<file path="src/rtl/opspec_ea_unit.sv">
module opspec_ea_unit #(
  parameter int W = 16
) (
  input  logic         clk,
  input  logic         rst_n,
  input  logic         start,
  input  logic [2:0]   mode,
  input  logic [2:0]   rnum,
  input  logic         byte_op,
  input  logic         need_addr,
  output logic [2:0]   rf_rd_sel,
  input  logic [W-1:0] rf_rd_data,
  output logic         rf_wr_en,
  output logic [2:0]   rf_wr_sel,
  output logic [W-1:0] rf_wr_data,
  output logic         mem_req,
  output logic [W-1:0] mem_addr,
  input  logic [W-1:0] mem_rdata,
  input  logic         mem_ready,
  output logic         done,
  output logic         is_reg,
  output logic         illegal,
  output logic [W-1:0] ea
);
  localparam logic [2:0] PC_REG = 3'd7;

  typedef enum logic [2:0] {S_IDLE, S_BASE, S_IDX, S_ADD, S_DEFR} st_t;
  st_t st;

  logic [2:0]   m_q, r_q;
  logic         b_q, n_q;
  logic [W-1:0] ptr_q, idx_q;
  logic [W-1:0] step, inc_v, dec_v, sum_v;

  assign step  = (b_q && r_q < 3'd6 && (m_q == 3'd2 || m_q == 3'd4)) ? W'(1) : W'(2);
  assign inc_v = rf_rd_data + step;
  assign dec_v = rf_rd_data - step;
  assign sum_v = rf_rd_data + idx_q;

  assign rf_rd_sel  = (st == S_IDX) ? PC_REG : r_q;
  assign rf_wr_en   = (st == S_BASE && m_q >= 3'd2 && m_q <= 3'd5) || (st == S_IDX && mem_ready);
  assign rf_wr_sel  = (st == S_IDX) ? PC_REG : r_q;
  assign rf_wr_data = (st == S_IDX) ? rf_rd_data + W'(2) : (m_q[2] ? dec_v : inc_v);
  assign mem_req    = (st == S_IDX) || (st == S_DEFR);
  assign mem_addr   = (st == S_IDX) ? rf_rd_data : ptr_q;

  always_ff @(posedge clk or negedge rst_n) begin
    if (!rst_n) begin
      st <= S_IDLE; m_q <= '0; r_q <= '0; b_q <= 1'b0; n_q <= 1'b0;
      ptr_q <= '0; idx_q <= '0; done <= 1'b0; is_reg <= 1'b0;
      illegal <= 1'b0; ea <= '0;
    end else begin
      done <= 1'b0;
      case (st)
        S_IDLE: if (start) begin
          m_q <= mode; r_q <= rnum; b_q <= byte_op; n_q <= need_addr;
          is_reg <= 1'b0; illegal <= 1'b0;
          st <= S_BASE;
        end
        S_BASE: begin
          case (m_q)
            3'd0: begin
              is_reg <= !n_q; illegal <= n_q; ea <= '0;
              done <= 1'b1; st <= S_IDLE;
            end
            3'd1, 3'd2: begin ea <= rf_rd_data; done <= 1'b1; st <= S_IDLE; end
            3'd3: begin ptr_q <= rf_rd_data; st <= S_DEFR; end
            3'd4: begin ea <= dec_v; done <= 1'b1; st <= S_IDLE; end
            3'd5: begin ptr_q <= dec_v; st <= S_DEFR; end
            default: st <= S_IDX;
          endcase
        end
        S_IDX: if (mem_ready) begin idx_q <= mem_rdata; st <= S_ADD; end
        S_ADD: begin
          if (m_q[0]) begin ptr_q <= sum_v; st <= S_DEFR; end
          else begin ea <= sum_v; done <= 1'b1; st <= S_IDLE; end
        end
        S_DEFR: if (mem_ready) begin ea <= mem_rdata; done <= 1'b1; st <= S_IDLE; end
        default: st <= S_IDLE;
      endcase
    end
  end


  single_write_chk: assert property (@(posedge clk) disable iff (!rst_n)
    rf_wr_en |=> !rf_wr_en);


  done_pulse_chk: assert property (@(posedge clk) disable iff (!rst_n)
    done |=> !done);


  mem_hold_chk: assert property (@(posedge clk) disable iff (!rst_n)
    (mem_req && !mem_ready) |=> (mem_req && $stable(mem_addr)));


  illegal_excl_chk: assert property (@(posedge clk) disable iff (!rst_n)
    (done && illegal) |-> (!is_reg && ea == '0));


  wide_step_chk: assert property (@(posedge clk) disable iff (!rst_n)
    (rf_wr_en && rf_wr_sel[2:1] == 2'b11) |->
      (rf_wr_data - rf_rd_data == W'(2) || rf_rd_data - rf_wr_data == W'(2)));
endmodule

</file>
<file path="config.mk">
export PLATFORM = sky130hd
export DESIGN_NAME = opspec_ea_unit
export DESIGN_NICKNAME = d
export VERILOG_FILES = /design/src/rtl/opspec_ea_unit.sv
export SDC_FILE = /design/constraint.sdc
export NUM_CORES = 1
export LEC_CHECK = 0
export ABC_CLOCK_PERIOD_IN_PS = 4300
export BUFFER_PORTS_ARGS = -buffer_cell sky130_fd_sc_hd__buf_4
export CAP_MARGIN = 10
export CORE_MARGIN = 2
export CORE_UTILIZATION = 48
export CTS_CLUSTER_DIAMETER = 80
export DETAILED_ROUTE_END_ITERATION = 10
export PLACE_DENSITY = 0.74
export SLEW_MARGIN = 20
export SYNTH_ARGS = -nofsm -noshare
export SYNTH_HDL_FRONTEND = slang
export SYNTH_SLANG_ARGS = --single-unit
</file>
<file path="constraint.sdc">
create_clock -name clk -period 4.3 [get_ports clk]
set_input_delay 1.29 -clock clk [delete_from_list [all_inputs] [get_ports clk]]
set_output_delay 1.29 -clock clk [all_outputs]
set_load 0.005 [all_outputs]
</file>
==> metrics.md <==
| Metric | Value |
|---|---|
| Diodes inserted | `0` |
| Antenna violations before repair | `0` |
| Final net count | `857` |
| Most used DFF post-synth | `dfrtp_1` |
| Crit path capture | `rf_wr_data[6]` |
| Leakage power | `3.063 nW` |
| Clock latency at the later pin of the worst-skew pair | `350 ps` |
| Die width | `109.2 µm` |
| Switching Fraction | `0.4572` |
| Worst r2r src | `m_q[2]$_DFFE_PN0P_` |
| Detail Placement HPWL | `12920 µm` |
| Startpoint type of the worst setup path | `input port` |
| Clk network pwr share | `0.124` |
| Critical path origin | `rf_rd_data[0]` |
| Level count of the clock H-tree | `3` |
| CP max stage delay | `470 ps` |
| GRT Total Usage | `0.3139` |
| Flops & latches, synth | `62` |
| Final Max Slew Viols | `0` |
| Sequential share of power | `0.230` |
| Avg Cell Area, Syn | `7.999 µm²` |
| Max Clk Rate | `221.6 MHz` |
| Min Tclk post-route | `4513 ps` |
| Count leader, synth | `nand2_1` |
| Worst reg2reg path depth | `15` |
| Pre-CTS setup slack | `-386.1 ps` |
| Detailed-route via count | `5785` |
| Die area | `0.01192 mm²` |
| Max VDD drop | `0.3365 mV` |
| First-pass GRT wire length | `28660 µm` |
| Max Clock Skew | `11.67 ps` |
| Wirelength per Cell | `19.61 µm` |
| Hold Buf Count CTS | `0` |
| Count of boundary I/O pins | `103` |
| Relative slew slack | `0.2364` |
| Post-synth ARST share | `1.000` |
| # clock sinks | `62` |
| Vias in the first global route | `5633` |
| Worst path cell trace | `buf_8 -> inv_6 -> ha_4 -> fa_2 -> or4b_4 -> buf_8 -> buf_6 -> nor2_4 -> a221oi_2 -> a21oi_1 -> xor2_1 -> buf_4` |
| Worst path most repeated cell | `buf_8` |
| Layout Utilization | `0.6372` |
| Worst-margin pin slew | `1144 ps` |
| Reported net switching power | `0.002150 W` |
| # rows | `38` |
| Reg2reg end | `ptr_q[12]$_DFFE_PN0P_` |
| Num CTS Buffers | `9` |
| Critical path type | `input port to output port` |
| Final setup margin | `-212.6 ps` |
| Final WL | `18320 µm` |
| Commonest cells post-synth | `122 x nand2_1, 62 x dfrtp_1, 43 x a21oi_1` |
| Power Total | `0.004702 W` |
| Register area share after synthesis | `0.2921` |
| Worst path arrival time | `3220 ps` |
| Top cell type's share of synthesized area | `0.2921` |
| Pwr per Cell Area | `680.7 mW/mm²` |
| TritonRoute pass-1 iters | `5` |
| Layout area overhead | `30.06%` |
| R2R Setup Slk | `1180 ps` |
| Critical Path Fanout Max | `6` |
| Starting Density | `0.4900` |
| Final setup violation count | `8` |
| Worst min path class | `flip-flop to flip-flop` |
| DR vias/cell | `6.194` |
| Crit path buffers/inverters | `5` |
| Yosys cell types | `70` |
| Final hold viol count | `0` |
| Failing checks | `negative setup slack` |
| Hold slack final | `480.8 ps` |
| Clk slew on worst S/H paths | `60 ps` |
| Int Pwr | `0.002552 W` |
| RSZ-0062 raised after global routing | `true` |
| CTS tree | `built` |
| CTS Root Cell | `clkbuf_8` |
| Layout cells sized above 1 | `0.3149` |
| Post-synthesis cell count | `664` |
| Syn. warnings | `0` |
| Synth area leaders | `dfrtp_1 29%, nand2_1 8.6%, ha_1 4.9%` |
| Syn Nets | `732` |
| Global-route congestion overflow total | `0` |
| Mapped Area | `0.005311 mm²` |
| Die height | `109.2 µm` |
| Number of cells on the critical path | `12` |
| Max-cap violations | `0` |
| ANT nets after route | `0` |
| Final period util | `1.049` |
| Routability cong. | `0.9384` |
| Status | `complete, but fails checks` |
| CTS Buffer Depth | `2` |
| Setup crit end kind | `output port` |
| Initial drt markers | `429` |
| Largest net degree at the start of global routing | `63` |
| Post-synth EDFFs | `0` |
| Area leader, netlist | `dfrtp_1` |
| Slowest stage cell, crit path | `or4b_4` |
| Combinational Power Share | `0.646` |
| Core Area | `0.01084 mm²` |
| Residual DRC count | `0` |
| Top Registers | `ea: 16 flops, idx_q: 16 flops, ptr_q: 16 flops` |
| Port bufs | `102` |
| Critical path required time | `3010 ps` |
| Worst path top cell family by delay | `buffers and inverters` |
## logic make-up after synthesis
family                   share of synthesized area
buffers and inverters                      0.05371
multiplexers                               0.05795
XOR/XNOR                                   0.07727
AND/OR/NAND/NOR                             0.2469
adder cells (fa/ha/maj)                    0.06290
AO/OA/AOI/OAI                               0.2092
flip-flops                                  0.2921
## worst register-to-register path: cells and delay by family, from the launching register on
kind | cells | cell delay, ps
DFF | 1 | 410
adders and majority gates | 2 | 350
xor gates and xnor gates | 2 | 380
and+or+nand+nor | 4 | 900
AOI/OAI and AO/OA | 2 | 260
buffers and inverters | 5 | 700
## placed cells by master (no fill, tap or decap), drive strengths merged, types with 6 or more instances in the layout
| cell | n |
|---|---|
| nand2b | 8 |
| inv | 10 |
| buf | 166 |
| nor4 | 11 |
| a21oi | 44 |
| a22oi | 12 |
| ha | 21 |
| a31oi | 13 |
| nand2 | 122 |
| and3 | 9 |
| a211oi | 7 |
| clkbuf | 12 |
| a221oi | 9 |
| nand4 | 7 |
| o21ai | 48 |
| dfrtp | 62 |
| nor3 | 14 |
| mux2i | 6 |
| mux2 | 22 |
| nor2 | 44 |
| xnor2 | 27 |
| xor2 | 19 |
| nand3 | 17 |
## routing by layer
metal  track usage  vias up  routed length [µm]
met4        0.1392        0                 706
met5             0        -                   0
met1        0.4044     2774                7490
met2        0.5160      314                8744
met3       0.05439       52                1374
li1              -     2645                   -
## stage by stage
step | cell area (µm²) | cells | setup TNS, ps
floorplan | 5314 | 664 | -14.87
global placement | 6404 | 906 | -2040
detailed placement | 6404 | 906 | -2296
CTS | 6729 | 925 | -1075
global route | 6908 | 934 | -1487
finish | 6908 | 934 | -918.4
## area by class of cell
class | count | area [µm²]
well taps | 140 | 175.2
multi-input cells | 539 | 3636
flip-flops and latches | 62 | 1551
clock inverters | 4 | 70.07
fillers | 949 | 3933
repair buffers | 166 | 1284
clock buffers | 12 | 145.1
inverters | 11 | 46.29
## power by group through the flow
stage	logic (W)	registers, W	clock network, W
2_1_floorplan	0.00186	0.00102	0
3_3_place_gp	0.00283	0.00108	0
3_5_place_dp	0.00290	0.00109	0
4_1_cts	0.00295	0.00108	0.000586
5_1_grt	0.00332	0.00112	0.000615
6_report	0.00304	0.00108	0.000583
## how the worst min path moves through the flow
stage / slack, ps / cells after the start / endpoint / startpoint
global route: 520 / 2 / ptr_q[1]$_DFFE_PN0P_ / ptr_q[1]$_DFFE_PN0P_
detailed placement: 470 / 2 / ptr_q[1]$_DFFE_PN0P_ / ptr_q[1]$_DFFE_PN0P_
floorplan: 450 / 2 / ptr_q[0]$_DFFE_PN0P_ / ptr_q[0]$_DFFE_PN0P_
CTS: 480 / 2 / ptr_q[1]$_DFFE_PN0P_ / ptr_q[1]$_DFFE_PN0P_
finish: 480 / 2 / ptr_q[1]$_DFFE_PN0P_ / ptr_q[1]$_DFFE_PN0P_
global placement: 470 / 2 / ptr_q[4]$_DFFE_PN0P_ / ptr_q[4]$_DFFE_PN0P_
## repair_timing
action                                  CTS  global route
endpoints found under the setup margin   13            13
pin swaps                                25            20
hold endpoints to repair                  0             0
setup buffers                             3             9
resized for setup                        26            22
Power figures use the tool's default switching activity.
